$ cat config.mk
export PLATFORM = sky130hd
export DESIGN_NAME = rhp_root_ports
export DESIGN_NICKNAME = d
export VERILOG_FILES = /design/src/rtl/rhp_pkg.sv /design/src/rtl/rhp_port_slice.sv /design/src/rtl/rhp_read_mux.sv /design/src/rtl/rhp_root_ports.sv
export SDC_FILE = /design/constraint.sdc
export NUM_CORES = 1
export LEC_CHECK = 0
export CAP_MARGIN = 10
export CORE_MARGIN = 2
export CORE_UTILIZATION = 41
export DETAILED_ROUTE_END_ITERATION = 8
export PLACE_DENSITY_LB_ADDON = 0.08
export SETUP_SLACK_MARGIN = 0.05
export SLEW_MARGIN = 20
export SYNTH_ARGS = -nofsm -noshare
export SYNTH_HDL_FRONTEND = slang
export SYNTH_SLANG_ARGS = --single-unit
$ cat constraint.sdc
create_clock -name clk -period 1.38 [get_ports clk]
set_clock_uncertainty 0.15 [all_clocks]
set_input_delay 0.276 -clock clk [delete_from_list [all_inputs] [get_ports clk]]
set_output_delay 0.276 -clock clk [all_outputs]
set_load 0.005 [all_outputs]
$ cat src/rtl/rhp_pkg.sv
package rhp_pkg;
  localparam int REG_W      = 16;
  localparam int B_CONN     = 0;
  localparam int B_CONN_CHG = 1;
  localparam int B_EN       = 2;
  localparam int B_EN_CHG   = 3;
  localparam int B_RESUME   = 6;
  localparam int B_LOWSPD   = 8;
  localparam int B_BUSRST   = 9;
  localparam int B_SUSP     = 12;

  localparam logic [REG_W-1:0] HW_OWNED_MASK = 16'h01BB;
  localparam logic [REG_W-1:0] CLR_ON_ONE    = 16'h000A;
  localparam logic [REG_W-1:0] ABSENT_WORD   = 16'hFF7F;

  // Software write: keep hardware-owned bits, take the rest, then clear-on-one.
  function automatic logic [REG_W-1:0] sw_merge(input logic [REG_W-1:0] cur,
                                                input logic [REG_W-1:0] wd);
    logic [REG_W-1:0] v;
    v = (cur & HW_OWNED_MASK) | (wd & ~HW_OWNED_MASK);
    return v & ~(wd & CLR_ON_ONE);
  endfunction
endpackage

$ cat src/rtl/rhp_port_slice.sv
module rhp_port_slice
  import rhp_pkg::*;
(
  input  logic             clk,
  input  logic             rst_n,
  input  logic             wr_hit,
  input  logic [REG_W-1:0] wr_data,
  input  logic             present,
  input  logic             low_speed,
  input  logic             wakeup,
  output logic [REG_W-1:0] word_q,
  output logic             bus_reset_q,
  output logic             resume_q
);
  logic [REG_W-1:0] word_d;
  logic             pres_q;
  logic             attach, detach, upd;
  logic             bus_reset_d, resume_d;

  assign attach = present & ~pres_q;
  assign detach = ~present & pres_q;
  assign upd    = wr_hit | attach | detach | wakeup;

  always_comb begin
    word_d      = word_q;
    bus_reset_d = 1'b0;
    resume_d    = 1'b0;
    if (wr_hit) begin
      bus_reset_d = wr_data[B_BUSRST] & ~word_q[B_BUSRST];
      word_d      = sw_merge(word_q, wr_data);
    end
    if (attach) begin
      word_d[B_CONN]     = 1'b1;
      word_d[B_CONN_CHG] = 1'b1;
      word_d[B_LOWSPD]   = low_speed;
    end
    if (detach) begin
      if (word_d[B_CONN]) begin
        word_d[B_CONN]     = 1'b0;
        word_d[B_CONN_CHG] = 1'b1;
      end
      if (word_d[B_EN]) begin
        word_d[B_EN]     = 1'b0;
        word_d[B_EN_CHG] = 1'b1;
      end
    end
    if (wakeup && word_d[B_SUSP] && !word_d[B_RESUME]) begin
      word_d[B_RESUME] = 1'b1;
      resume_d         = 1'b1;
    end
  end

  always_ff @(posedge clk or negedge rst_n) begin
    if (!rst_n) begin
      word_q      <= '0;
      pres_q      <= 1'b0;
      bus_reset_q <= 1'b0;
      resume_q    <= 1'b0;
    end else begin
      pres_q      <= present;
      bus_reset_q <= bus_reset_d;
      resume_q    <= resume_d;
      if (upd) word_q <= word_d;
    end
  end
endmodule

$ cat src/rtl/rhp_read_mux.sv
module rhp_read_mux
  import rhp_pkg::*;
#(
  parameter int NUM_PORTS = 2,
  parameter int IDX_W     = 3
)(
  input  logic [NUM_PORTS*REG_W-1:0] words,
  input  logic [IDX_W-1:0]           rd_idx,
  output logic [REG_W-1:0]           rd_data
);
  always_comb begin
    rd_data = ABSENT_WORD;
    for (int i = 0; i < NUM_PORTS; i++) begin
      if (rd_idx == IDX_W'(i)) rd_data = words[i*REG_W +: REG_W];
    end
  end
endmodule

$ cat src/rtl/rhp_root_ports.sv
module rhp_root_ports
  import rhp_pkg::*;
#(
  parameter int NUM_PORTS = 2,
  parameter int IDX_W     = 3
)(
  input  logic                 clk,
  input  logic                 rst_n,
  input  logic                 wr_en,
  input  logic [IDX_W-1:0]     wr_idx,
  input  logic [15:0]          wr_data,
  input  logic [IDX_W-1:0]     rd_idx,
  output logic [15:0]          rd_data,
  input  logic [NUM_PORTS-1:0] dev_present,
  input  logic [NUM_PORTS-1:0] dev_low_speed,
  input  logic [NUM_PORTS-1:0] dev_wakeup,
  output logic [NUM_PORTS-1:0] bus_reset_pulse,
  output logic [NUM_PORTS-1:0] port_enabled,
  output logic                 resume_req
);
  localparam int WORDS_W = NUM_PORTS * REG_W;

  logic [WORDS_W-1:0]   words;
  logic [NUM_PORTS-1:0] resume_vec;

  for (genvar g = 0; g < NUM_PORTS; g++) begin : g_port
    logic [REG_W-1:0] w;
    rhp_port_slice u_slice (
      .clk         (clk),
      .rst_n       (rst_n),
      .wr_hit      (wr_en && (wr_idx == IDX_W'(g))),
      .wr_data     (wr_data),
      .present     (dev_present[g]),
      .low_speed   (dev_low_speed[g]),
      .wakeup      (dev_wakeup[g]),
      .word_q      (w),
      .bus_reset_q (bus_reset_pulse[g]),
      .resume_q    (resume_vec[g])
    );
    assign words[g*REG_W +: REG_W] = w;
    assign port_enabled[g]         = w[B_EN];
  end

  assign resume_req = |resume_vec;

  rhp_read_mux #(.NUM_PORTS(NUM_PORTS), .IDX_W(IDX_W)) u_rmux (
    .words   (words),
    .rd_idx  (rd_idx),
    .rd_data (rd_data)
  );
endmodule

==> key figures <==
Power and ir drop
  – Pwr dens: 1080 nW/um^2
  – P_int: 1.99 mW
  – Combinational share of power: 0.280
  – Clock network fraction of design power: 0.276
  – Sw Ratio: 0.245
  – Seq pwr share: 0.444
  – NetSw: 0.647 mW
  – Max VDD drop: 0.660 mV
  – Total leakage power: 1.13 nW

Global routing
  – Overall Global Routing Usage: 0.184
  – Largest net degree at the start of global routing: 33
  – Vias in the first global route: 1252
  – Global-route wire length before repair: 5780 um
  – Initial antenna violation count: 0
  – Overflow after GRT: 0

Run status
  – Outcome: finished, violations left
  – Failing checks: negative setup slack

Setup path
  – Critical path endpoint category: output pin
  – Crit path max fanout: 2
  – CP required: 0.95 ns
  – Critical Path AT: 1.02 ns
  – CP Class: flip-flop to output pin
  – Worst setup SP type: flip-flop

Drt
  – DR vias/cell: 4.84
  – DRT Pass-1 Iters: 4
  – Initial DRC Count: 41
  – Final ANT Viol Nets: 0
  – Post-DR wirelength/cell: 13.9 um
  – Routed WL: 3580 um
  – DRC violations left: 0
  – Vias: 1243

Timing
  – Shortest period the worst path allows: 1.45 ns
  – Fin. Hold Viols: 0
  – Setup violations, final: 14
  – RSZ-0062 raised after global routing: true
  – Final setup margin: -0.0710 ns
  – Max-slew violations: 0
  – Max Fclk: 0.689 GHz
  – Final Cycle Share: 1.05

Run
  – Max Cap Viol: 0

Synthesis
  – Synth Cell Area: 1550 um^2
  – Proportion of netlist area held by the largest area contributor: 0.516
  – Syn Nets: 160
  – Sequential fraction of the synthesis area: 0.516
  – Synth Flop Type: dfrtp_1
  – Most frequent cell after synthesis: dfrtp_1
  – Synth Register Bits: 32
  – Ys async rst share: 1.00
  – Ranking of synthesized cells by area: dfrtp_1 (52%), mux2_2 (10%), mux2i_1 (9.7%)
  – Yosys warning count: 0
  – Commonest cells post-synth: dfrtp_1 (32), nand2_1 (21), mux2i_1 (15)
  – Syn avg cell area: 12.0 um^2
  – Number of synthesized flops with an enable pin: 0
  – Synth area leader: dfrtp_1
  – Syn Inst Count: 129
  – Unique masters post-synth: 25

Final layout
  – Fillcell total: 293
  – Footprint of the multi-input gates: 757 um^2
  – Layout cells sized above 1: 0.469
  – Final Core Density: 0.667
  – Nets: 239
  – Register Area: 801 um^2
  – Final instance area: 2440 um^2
  – Synthesis-to-finish area growth: 57.4%
  – ANT cells: 0

Clocking
  – Total CTS buffers: 5
  – Clock-pin slew on the worst setup and hold paths: 0.06 ns
  – # H-tree levels: 2
  – CTS tree: done
  – Clock tree sinks: 32
  – Root Buffer: clkbuf_8
  – Clk buf depth: 2
  – Worst-Skew Late Latency: 0.28 ns

Die
  – FP Rows: 22
  – Area of the core: 3660 um^2
  – Die span in x: 65.5 um
  – Starting density of the core: 0.424
  – Num ports: 52
  – Die Height: 65.5 um
  – Die ar.: 4290 um^2

Placement
  – IO buf count: 45
  – Hpwl dp: 2450 um
  – Placed Area: 2250 um^2
  – Final RePlAce weighted congestion: 0.749

Worst hold path
  – Worst hold path type: input port to asynchronous set/reset pin
==> path summary, 6_finish.rpt <==
| path | start | endpoint | slack, ns | cells after the start |
|---|---|---|---|---|
| min reg2reg | g_port[0].u_slice.pres_q | g_port[0].u_slice.word_q[0] | 0.35 | 1 |
| max | g_port[1].u_slice.word_q[0] | rd_data[0] | -0.07 | 3 |
| max in group asynchronous | rst_n | g_port[1].u_slice.bus_reset_q | 0.71 | 2 |
| max reg2reg | g_port[0].u_slice.word_q[12] | g_port[0].u_slice.word_q[6] | 0.04 | 3 |
| min | rst_n | g_port[0].u_slice.word_q[15] | 0.20 | 2 |
| min in group clk | wr_idx[2] | g_port[1].u_slice.word_q[12] | 0.21 | 3 |
==> worst max-delay path, stage by stage (launching register included) <==
cell     delay [ns]
dfrtp_1        0.39
mux2i_1        0.15
nand2_1        0.07
buf_2          0.13
==> metrics by stage <==
stage                     setup WS [ns]  setup TNS [ns]  hold WS, ns  instances  power [mW]
final                           -0.0710          -0.443        0.200        257        2.64
after detailed placement         -0.745          -26.88        0.339        235        1.83
after floorplan                  -0.194           -1.12       -0.170        129        1.50
after global placement           -0.724          -26.28        0.327        235        1.81
after CTS                       -0.0760          -0.613        0.205        254        2.64
after global routing             -0.133           -1.23        0.205        257        2.78
==> sequential cells by signal, summed over array words and instances (netlist names) <==
signal	count
g_port.u_slice.bus_reset_q	2
g_port.u_slice.pres_q	2
g_port.u_slice.resume_q	2
g_port.u_slice.word_q	26
==> layer usage <==
| metal | share of wire | GRT usage | vias up | wire [um] |
|---|---|---|---|---|
| li1 | - | - | 595 | - |
| met1 | 0.46 | 0.234 | 614 | 1650 |
| met2 | 0.48 | 0.298 | 28 | 1730 |
| met3 | 0.040 | 0.0462 | 6 | 142 |
| met4 | 0.016 | 0.0781 | 0 | 56 |
| met5 | 0 | 0 | - | 0 |
==> final cells by class <==
class,count,area share
repair buffers,84,0.299
flip-flops and latches,32,0.328
clock buffers,8,0.0369
inverters,1,0.00154
well taps,48,0.0246
multi-input cells,84,0.310
==> logic make-up after synthesis <==
group | Yosys count | synth area share
buf+inv | 13 | 0.0605
flops | 32 | 0.516
simple gates | 42 | 0.148
mux | 31 | 0.218
compound gates | 10 | 0.0556
other cells | 1 | 0.00242
==> what timing repair did <==
item                                    4_1_cts  5_1_grt
endpoints found under the setup margin       46       30
gates cloned                                  1        0
buffers inserted                             12        3
pin swaps                                    19       10
hold buffers                                  0        0
gates resized for setup                     115       13
==> placed cells by master, fill, tap and decap left out, types with 6 or more instances in the layout <==
| cell | n |
|---|---|
| buf_2 | 17 |
| buf_6 | 12 |
| mux2i_1 | 13 |
| clkbuf_8 | 6 |
| nor2b_1 | 7 |
| mux2_4 | 14 |
| nand2_1 | 19 |
| clkdlybuf4s50_1 | 18 |
| buf_4 | 29 |
| dfrtp_1 | 32 |
==> power groups by stage <==
stage | clock network [mW] | registers [mW] | logic [mW]
after floorplan | 0 | 1.16 | 0.332
after global placement | 0 | 1.18 | 0.629
after detailed placement | 0 | 1.19 | 0.642
after CTS | 0.752 | 1.17 | 0.719
after global routing | 0.793 | 1.19 | 0.796
final | 0.730 | 1.17 | 0.739
(Power assumes the default switching activity.)
